**config.mk**
```make
export PLATFORM = sky130hd
export DESIGN_NAME = ldst_agu
export DESIGN_NICKNAME = d
export VERILOG_FILES = /design/src/rtl/ldst_agu.sv
export SDC_FILE = /design/constraint.sdc
export NUM_CORES = 1
export LEC_CHECK = 0
export BUFFER_PORTS_ARGS = -buffer_cell sky130_fd_sc_hd__clkbuf_2
export CORE_AREA = 4 4 132 134
export DETAILED_ROUTE_END_ITERATION = 10
export DIE_AREA = 0 0 136 138
export PLACE_DENSITY = 0.91
export SYNTH_ARGS = -nofsm -noshare
export SYNTH_HDL_FRONTEND = slang
export SYNTH_SLANG_ARGS = --single-unit
```
**constraint.sdc**
```tcl
create_clock -name clk -period 6.6 [get_ports clk]
set_input_delay 0.99 -clock clk [delete_from_list [all_inputs] [get_ports clk]]
set_output_delay 0.99 -clock clk [all_outputs]
set_load 0.01 [all_outputs]
```
**src/rtl/ldst_agu.sv**
```systemverilog
module ldst_agu (
  input  logic        clk,
  input  logic        rst_n,
  input  logic        req_valid,
  input  logic        hw_form,
  input  logic        off_reg,
  input  logic        idx_pre,
  input  logic        up,
  input  logic        wback,
  input  logic        load,
  input  logic        bsel,
  input  logic        ssel,
  input  logic        hsel,
  input  logic [11:0] imm12,
  input  logic [3:0]  dest,
  input  logic [31:0] base,
  input  logic [31:0] reg_off,
  input  logic [31:0] st_data,
  input  logic [31:0] mem_rdata,
  output logic        acc_valid,
  output logic        acc_write,
  output logic [31:0] acc_addr,
  output logic [1:0]  acc_size,
  output logic [3:0]  acc_be,
  output logic [31:0] acc_wdata,
  output logic        wb_en,
  output logic [31:0] wb_value,
  output logic        illegal,
  output logic [31:0] ld_value
);
  localparam logic [1:0] SZ_BYTE = 2'd0;
  localparam logic [1:0] SZ_HALF = 2'd1;
  localparam logic [1:0] SZ_WORD = 2'd2;

  logic        hw_ok, bad;
  logic [31:0] offset, moved, addr;
  logic [1:0]  size;
  logic [3:0]  be;
  logic [31:0] wdata;

  assign hw_ok  = (load ? (hsel | ssel) : (hsel & ~ssel)) & (idx_pre | ~wback);
  assign bad    = hw_form & ~hw_ok;
  assign offset = off_reg ? reg_off :
                  hw_form ? {24'b0, imm12[11:8], imm12[3:0]} : {20'b0, imm12};
  assign moved  = up ? base + offset : base - offset;
  assign addr   = idx_pre ? moved : base;
  assign size   = hw_form ? (hsel ? SZ_HALF : SZ_BYTE) : (bsel ? SZ_BYTE : SZ_WORD);

  always_comb begin
    case (size)
      SZ_BYTE: begin
        be    = 4'b0001 << addr[1:0];
        wdata = {4{st_data[7:0]}};
      end
      SZ_HALF: begin
        be    = addr[1] ? 4'b1100 : 4'b0011;
        wdata = {2{st_data[15:0]}};
      end
      default: begin
        be    = 4'b1111;
        wdata = st_data;
      end
    endcase
    if (load) be = 4'b0000;
  end

  logic       r_sext, r_pc;
  logic [1:0] r_lo;

  always_ff @(posedge clk) begin
    if (!rst_n) begin
      acc_valid <= 1'b0;
      wb_en     <= 1'b0;
      illegal   <= 1'b0;
      acc_write <= 1'b0;
      acc_addr  <= '0;
      acc_size  <= SZ_WORD;
      acc_be    <= '0;
      acc_wdata <= '0;
      wb_value  <= '0;
      r_sext    <= 1'b0;
      r_pc      <= 1'b0;
      r_lo      <= '0;
    end else begin
      acc_valid <= req_valid & ~bad;
      illegal   <= req_valid & bad;
      wb_en     <= req_valid & ~bad & (~idx_pre | wback);
      if (req_valid) begin
        acc_write <= ~load;
        acc_addr  <= addr;
        acc_size  <= size;
        acc_be    <= be;
        acc_wdata <= wdata;
        wb_value  <= moved;
        r_sext    <= hw_form & ssel;
        r_pc      <= (dest == 4'd15);
        r_lo      <= addr[1:0];
      end
    end
  end

  logic [63:0] dbl;
  logic [31:0] rot;
  logic [15:0] hw;
  logic [7:0]  bt;

  assign dbl = {mem_rdata, mem_rdata} >> {r_lo, 3'b000};
  assign rot = dbl[31:0];
  assign bt  = rot[7:0];
  assign hw  = r_lo[1] ? mem_rdata[31:16] : mem_rdata[15:0];

  always_comb begin
    case (acc_size)
      SZ_BYTE: ld_value = r_sext ? {{24{bt[7]}}, bt} : {24'b0, bt};
      SZ_HALF: begin
        if (r_lo[0])
          ld_value = r_sext ? {{24{bt[7]}}, bt} : {hw[7:0], 16'b0, hw[15:8]};
        else
          ld_value = r_sext ? {{16{hw[15]}}, hw} : {16'b0, hw};
      end
      default: ld_value = r_pc ? {rot[31:2], 2'b00} : rot;
    endcase
  end
endmodule


```
==> out/results.ini, run 1 <==
[outcome]
status = completed

[cts]
clk_pin_slew_ps = 90
cts_hold_buf = 0
cts_max_level = 3
cts_buffers = 9
cts-root-buf = clkbuf_16
postCtsSetupBuffers = 0
max-clock-path-buffers = 2
clk_latency_ps = 350
cts_sinks = 108
ctsResizeCount = 0
cts_tree = yes

[yosys]
netlist.area_leader.share_pct = 26.4
synth_fa_ha_area_share_pct = 6.21
syn-cell-area_sq_um = 8190
synthTopCellsByArea = dfxtp_1, mux2i_1, ha_1
synth_top_family_by_area = compound AO/OA/AOI/OAI gates
synth_compound_area_share_pct = 25.3
ys_warn_count = 0
synthMuxAreaShare_pct = 15.3
synthSimpleGateAreaFrac_pct = 18.1
synth_ff_type = dfxtp_1
yosysSeqAreaShare_pct = 26.4
synth_area_leader_cell = dfxtp_1
ys_ff_latch = 108
synth_fp_nets = 1233
synth_cell_types = 68
synthCells = 1037
synth_most_common_cell = nor2_1
async_flop_share_pct = 0
synthXorXnorAreaFrac_pct = 4.59
synth_enable_flop_cells = 0
synth_common_cells = nor2_1, dfxtp_1, a21oi_1
avgSynthCellArea_sq_um = 7.89

[sta]
grt_setup_unrepaired = false
slew_violations = 0
relSlewSlack_pct = 27.5
hold_viol = 0
period_minus_slack_ps = 5220
fin_setup_tns_ps = 0
tightest_slew_ps = 1080
max_freq_mhz = 192
setup_viol = 0
finalCritPeriodShare_pct = 79.1
fin_worst_skew_ps = 0

[routing]
wl_um = 27200
num_vias = 8940
dr.first_iter.drc_count = 747
drc_errors = 0
wire_per_inst_um = 18.1
via_per_inst = 5.94
dr.pass1.iters = 5
ant_nets = 0

[grt]
grt_max_degree = 81
grt_pass1_wl_um = 43000
grt_pass1_vias = 8492
gr-total-overflow = 0
antenna_found_initial = 1
track_usage_pct = 27.7

[floorplan]
start_util_pct = 50.2
core_area_sq_um = 16300
die_width_um = 136
dieArea_sq_um = 18800
io_pins = 294
row_count = 47
die_height_um = 138

[final_layout]
drive_gt1_share_pct = 27.9
instances_no_fill = 1505
fillers = 1455
nets = 1475
regArea_sq_um = 2160
multi_input_area_sq_um = 5700
syn_to_final_growth_pct = 22.7

[worst_setup_path]
critical-path-max-stage-delay_ps = 470
cp_max_fo = 37
critPathCaptureType = register
start_kind = input port
crit_type = input port to register
worstPathRequired_ps = 6890
reg2reg_slack_ps = 5230
crit_slowest_cell = a311oi_2
worstPathArrival_ps = 5510
path_cells = clkbuf_2 > buf_4 > a22oi_1 > nand4_4 > nand2b_1 > or3_1 > a311oi_1 > ha_1 > a21o_1 > a21o_1 > a21oi_1 > o21ai_0 > a311oi_2 > o21a_1 > mux2_1 > a21oi_1

[placement]
place_inst = 1488
place.gp.congestion = 0.920
place_hpwl_um = 21000
io_buffers = 293

[pwr]
p_per_area_nw_per_um2 = 216
ir_drop_mv = 0.125
p_leak_nw = 4.81

[run]
maxCapViolCount = 0

[hold_path]
hold_class = register to register

## path summary, 6_finish.rpt
path,endpoint,cells after the start,from
worst min-delay path,acc_wdata[22]$_SDFFE_PN0P_,2,acc_wdata[22]$_SDFFE_PN0P_
worst min register to register,acc_wdata[22]$_SDFFE_PN0P_,2,acc_wdata[22]$_SDFFE_PN0P_
worst max-delay path,wb_value[27]$_SDFFE_PN0P_,16,off_reg
worst max register to register,acc_addr[0]$_SDFFE_PN0P_,2,acc_addr[0]$_SDFFE_PN0P_
## critical path, delay by kind of cell
kind                     cells  cell delay [ps]
AO/OA/AOI/OAI                9             2440
AND/OR/NAND/NOR              3              780
multiplexers                 1              350
adder cells (fa/ha/maj)      1              320
buffers and inverters        2              640
## report_power, final
group | switching (mW) | internal [mW] | total, mW
clock network | 0.293 | 0.273 | 0.566
registers | 0.0473 | 0.719 | 0.766
logic | 0.487 | 0.352 | 0.839
## flip-flops by register name (all words and copies together), names as in the netlist
name	count
acc_valid	1
illegal	1
acc_write	1
wb_en	1
wb_value	32
r_sext	1
r_pc	1
acc_addr	32
acc_size	2
acc_be	4
acc_wdata	32
## cell type report
class,count,area share [%]
antenna,1,0.0249
clock buffer,9,2.24
timing repair buffer,300,15.1
clock inverter,7,0.909
tap,220,2.74
inverter,16,0.598
multi-input combinational,844,56.8
sequential,108,21.6
## logic make-up after synthesis
group / count (synthesis)
compound gates: 324
simple gates: 316
mux: 122
flops: 108
buf+inv: 85
xor+xnor: 42
fa+ha+maj: 40
## placed cells by master (no fill, tap or decap), types with 23 or more instances in the layout
cell type	netlist	final
clkbuf_2	0	292
a21o_1	32	32
xnor2_1	31	31
dfxtp_1	108	106
a211oi_1	25	25
mux2i_1	94	94
a31oi_1	25	25
o21ai_0	65	65
nand2_1	83	83
nor2_1	126	126
and3_1	29	29
mux2_2	23	23
ha_1	39	39
a21oi_1	96	96
## layer usage
layer / share of wire, % / routed length, um / GRT usage [%] / up-vias
li1: - / - / - / 4299
met1: 41 / 11100 / 34.9 / 4103
met2: 47 / 12800 / 46.6 / 479
met3: 9.3 / 2530 / 5.74 / 59
met4: 2.8 / 764 / 10.1 / 0
met5: 0 / 0 / 0 / -
## per-stage QoR
stage | utilization (%) | hold WS (ps) | area [sq um] | worst slack [ps] | power, mW
final | 61.7 | 485 | 10000 | 1380 | 2.17
after global routing | 61.7 | 505 | 10000 | 1100 | 2.30
after CTS | 61.6 | 484 | 10000 | 1480 | 2.18
after detailed placement | 59.7 | 472 | 9720 | 1130 | 1.61
after global placement | 59.7 | 459 | 9720 | 1200 | 1.59
after floorplan | - | 464 | 8190 | 1150 | 1.32
Note: power is estimated with default switching activity, not from simulation.
==> inputs of run 2 (changes only) <==
Settings changed: CORE_AREA 4 4 132 134 to 4 4 139 141, DIE_AREA 0 0 136 138 to 0 0 143 145, PLACE_DENSITY 0.91 to 0.87.
Clock period 6.6 ns to 4.54 ns, I/O delays scaled along.
==> out/results.ini, run 2 (synthesis results as in run 1) <==
[outcome]
status = completed

[worst_setup_path]
crit_slowest_cell = or3_4
cp_max_fo = 9
crit_buf_inv = 2
crit_type = input port to register
critPathCaptureType = register
worstPathArrival_ps = 4520
critical-path-max-stage-delay_ps = 350
worstPathRequired_ps = 4830
path_cells = clkbuf_2 > buf_4 > nor2_1 > a22oi_1 > nand4_4 > nand2b_1 > or3_4 > a311oi_2 > ha_1 > a21o_1 > a21o_1 > a21oi_2 > o21ai_0 > a311oi_2 > o21a_1 > mux2_1 > a21oi_1
start_kind = input port
critical_path.top_delay_family = compound AO/OA/AOI/OAI gates

[routing]
wl_um = 28100
drc_errors = 0
dr.first_iter.drc_count = 593
via_per_inst = 5.87
dr.pass1.iters = 8
num_vias = 9036
wire_per_inst_um = 18.2
ant_nets = 0

[sta]
slew_violations = 0
period_minus_slack_ps = 4230
max_freq_mhz = 237
setup_viol = 0
hold_viol = 0
relSlewSlack_pct = 27.8
finalCritPeriodShare_pct = 93.1
tightest_slew_ps = 1080
grt_setup_unrepaired = false
hold_ws_ps = 485
fin_worst_skew_ps = 0

[grt]
antenna_found_initial = 2
grt_pass1_wl_um = 43700
grt_max_degree = 76
gr-total-overflow = 0
track_usage_pct = 25.6
grt_pass1_vias = 8483

[floorplan]
row_count = 49
dieArea_sq_um = 20700
die_width_um = 143
start_util_pct = 45.6
io_pins = 294
core_area_sq_um = 18000
die_height_um = 145

[cts]
max-clock-path-buffers = 2
clk_pin_slew_ps = 80
cts_hold_buf = 0
postCtsSetupBuffers = 0
cts_max_level = 3
cts_tree = yes
ctsResizeCount = 0
cts-root-buf = clkbuf_16
cts_buffers = 9
clk_latency_ps = 340
cts_sinks = 108

[run]
maxCapViolCount = 0

[final_layout]
drive_gt1_share_pct = 29.8
finish.utilization_pct = 57.3
final_common_cell = clkbuf_2
final_cell_mix = clkbuf_2, nor2_1, dfxtp_1, mux2i_1, a21oi_1
syn_to_final_growth_pct = 25.8
design_area_sq_um = 10300
reg_top3 = acc_addr x32, acc_wdata x32, wb_value x32
nets = 1501
fillers = 1607

[pwr]
finalPower_mw = 3.25
p_leak_nw = 4.95
ir_drop_mv = 0.174
p_per_area_nw_per_um2 = 315

[placement]
io_buffers = 293
place.gp.congestion = 0.944
place_hpwl_um = 22000
placed_cell_area_sq_um = 9970

[hold_path]
hold_class = register to register

==> run 2: layout make-up <==
cell class,count,area (sq um),share of cell area [%]
Antenna cell,1,2.50,0.0243
Clock buffer,9,225,2.19
Clock inverter,7,103,0.996
Inverter,16,60.1,0.583
Multi-Input combinational cell,844,5740,55.8
Sequential cell,108,2160,21.0
Tap cell,229,287,2.78
Timing Repair Buffer,326,1720,16.7
==> run 2: power breakdown <==
group | total (mW) | internal [mW] | switching [mW] | leakage (nW)
logic | 1.26 | 0.536 | 0.728 | 3.90
clock network | 0.877 | 0.450 | 0.427 | 0.160
registers | 1.11 | 1.05 | 0.0643 | 0.893
total | 3.25 | 2.03 | 1.22 | 4.95
==> run 2: per-stage QoR <==
| stage | worst slack [ps] | std cells | TNS (ps) |
|---|---|---|---|
| 2_1_floorplan | 9.58 | 1037 | 0 |
| 3_3_place_gp | 124 | 1523 | 0 |
| 3_5_place_dp | -10.7 | 1523 | -10.7 |
| 4_1_cts | 380 | 1539 | 0 |
| 5_1_grt | 42.9 | 1540 | 0 |
| 6_report | 312 | 1540 | 0 |
==> run 2: path summary, 6_finish.rpt <==
path,from,to,slack (ps),depth (start not counted)
min reg2reg,wb_value[9]$_SDFFE_PN0P_,wb_value[9]$_SDFFE_PN0P_,480,2
min,wb_value[9]$_SDFFE_PN0P_,wb_value[9]$_SDFFE_PN0P_,480,2
max,off_reg,wb_value[27]$_SDFFE_PN0P_,310,17
max reg2reg,acc_size[1]$_SDFFE_PN1P_,acc_size[1]$_SDFFE_PN1P_,3170,2
==> run 2: layer usage <==
metal / global-route usage, % / routed length, um / up-vias
met5: 0 / 13 / -
met1: 31.8 / 11300 / 4161
met3: 5.82 / 2690 / 66
met4: 10.6 / 1000 / 2
met2: 42.4 / 13100 / 463
li1: - / - / 4344
==> run 2: worst min-delay path: cells and delay by family, from the launching register on <==
kind | cells | cell delay (ps)
simple gates | 1 | 60
compound gates | 1 | 60
flops | 1 | 330
==> inputs of run 3 (changes only) <==
Settings changed: CTS_CLUSTER_DIAMETER from default to 30.
Clock period 4.54 ns to 3.6 ns, I/O delays scaled along.
==> out/results.ini, run 3 (synthesis results as in run 1) <==
[outcome]
status = finished with violations
violations = setup timing

[pwr]
p_leak_nw = 5.86
p_seq_share_pct = 31.2
p_sw_share_pct = 38.0
p_per_area_nw_per_um2 = 371
p_comb_share_pct = 46.6
pwr-share-clk_pct = 22.3
netSwitchingPower_mw = 1.71
finalPower_mw = 4.49
ir_drop_mv = 0.298
p_int_mw = 2.78

[sta]
hold_viol = 0
slew_violations = 0
relSlewSlack_pct = 46.9
hold_ws_ps = 421
finalCritPeriodShare_pct = 110
grt_setup_unrepaired = true
fin_setup_tns_ps = -5330
max_freq_mhz = 252
tightest_slew_ps = 795
period_minus_slack_ps = 3960
finalWorstSetupSlack_ps = -364
fin_worst_skew_ps = 0
setup_viol = 28

[final_layout]
fillers = 1377
num_antenna_cells = 0
regArea_sq_um = 2160
finish.utilization_pct = 67.5
multi_input_area_sq_um = 6440
design_area_sq_um = 12100
instances_no_fill = 1685
drive_gt1_share_pct = 43.5
nets = 1647
final_cell_mix = clkbuf_2, buf_4, nor2_1, dfxtp_1, mux2i_1
syn_to_final_growth_pct = 48.1
final_common_cell = clkbuf_2
reg_top3 = acc_addr x32, acc_wdata x32, wb_value x32

[cts]
cts_max_level = 3
cts-root-buf = clkbuf_16
cts_tree = yes
cts_sinks = 108
clk_pin_slew_ps = 80
clk_latency_ps = 350
cts_buffers = 9
max-clock-path-buffers = 2

[grt]
grt_max_degree = 69
antenna_found_initial = 0
grt_pass1_vias = 9579
gr-total-overflow = 0
track_usage_pct = 28.1
grt_pass1_wl_um = 47900

[floorplan]
io_pins = 294
dieArea_sq_um = 20700
die_height_um = 145
core_area_sq_um = 18000
die_width_um = 143
row_count = 49
start_util_pct = 45.6

[worst_setup_path]
crit_slowest_cell = or3_4
critical-path-max-stage-delay_ps = 370
reg2reg_slack_ps = 2220
cp_max_fo = 8
worstPathRequired_ps = 3890
path_cells = clkbuf_16 > buf_4 > nor3b_4 > o21a_1 > and4_4 > nand2b_4 > or3_4 > a311oi_4 > ha_4 > a21o_1 > a21o_1 > a21oi_4 > o21ai_2 > a311oi_4 > o21a_1 > mux2_4 > a21oi_2
start_kind = input port
crit_type = input port to register
critPathCaptureType = register
worstPathArrival_ps = 4260

[routing]
ant_nets = 0
wire_per_inst_um = 19.3
drc_errors = 0
dr.pass1.iters = 5
dr.first_iter.drc_count = 812
via_per_inst = 5.89
wl_um = 32500
num_vias = 9927

[placement]
place.gp.congestion = 0.989
pre_cts_slack_ps = -699
place_inst = 1649
io_buffers = 293
place_hpwl_um = 24000
placed_cell_area_sq_um = 11000

[run]
maxCapViolCount = 0

[hold_path]
hold_class = input port to register

==> run 3: cell count changes in the layout (fill, tap and decap cells not counted), sizes merged <==
| cell | previous run | this run |
|---|---|---|
| inv | 18 | 19 |
| bufinv | 1 | 0 |
| buf | 34 | 181 |
| diode | 1 | 0 |
| clkbuf | 301 | 300 |
==> run 3: worst paths after layout <==
kind	cells after the start	end	start
setup / recovery	17	wb_value[27]$_SDFFE_PN0P_	off_reg
hold / removal	3	acc_wdata[16]$_SDFFE_PN0P_	st_data[16]
setup reg to reg	3	acc_addr[1]$_SDFFE_PN0P_	acc_addr[1]$_SDFFE_PN0P_
hold reg to reg	2	wb_value[25]$_SDFFE_PN0P_	wb_value[25]$_SDFFE_PN0P_
==> run 3: layer usage <==
metal | vias to the layer above | share of wire [%] | global-route usage, %
li1 | 4639 | - | -
met1 | 4627 | 37 | 32.3
met2 | 554 | 50 | 50.1
met3 | 107 | 8.9 | 5.99
met4 | 0 | 4.0 | 11.0
met5 | - | 0 | 0
==> run 3: critical path: cells and delay by family <==
kind / cells / cell delay, ps
compound gates: 9 / 1850
simple gates: 4 / 950
fa+ha+maj: 1 / 270
mux: 1 / 320
buf+inv: 2 / 310
==> run 3: power groups by stage <==
stage | Clock [mW] | Combinational, mW | Sequential [mW]
after floorplan | 0 | 0.988 | 1.46
after global placement | 0 | 1.79 | 1.42
after detailed placement | 0 | 1.83 | 1.42
after CTS | 1.02 | 1.91 | 1.40
after global routing | 1.06 | 2.25 | 1.41
final | 1.00 | 2.09 | 1.40
==> run 3: area by class of cell <==
type | count | area share (%)
repair buffers | 472 | 23.8
clock inverters | 7 | 0.557
inverters | 16 | 0.495
well taps | 229 | 2.36
flip-flops and latches | 108 | 17.9
multi-input cells | 844 | 53.1
clock buffers | 9 | 1.86
==> run 3: timing repair <==
item / in CTS / in global routing
endpoints found under the setup margin: 32 / 43
pin swaps: 23 / 41
hold buffers: 0 / 0
setup buffers: 9 / 11
gates resized for setup: 49 / 77
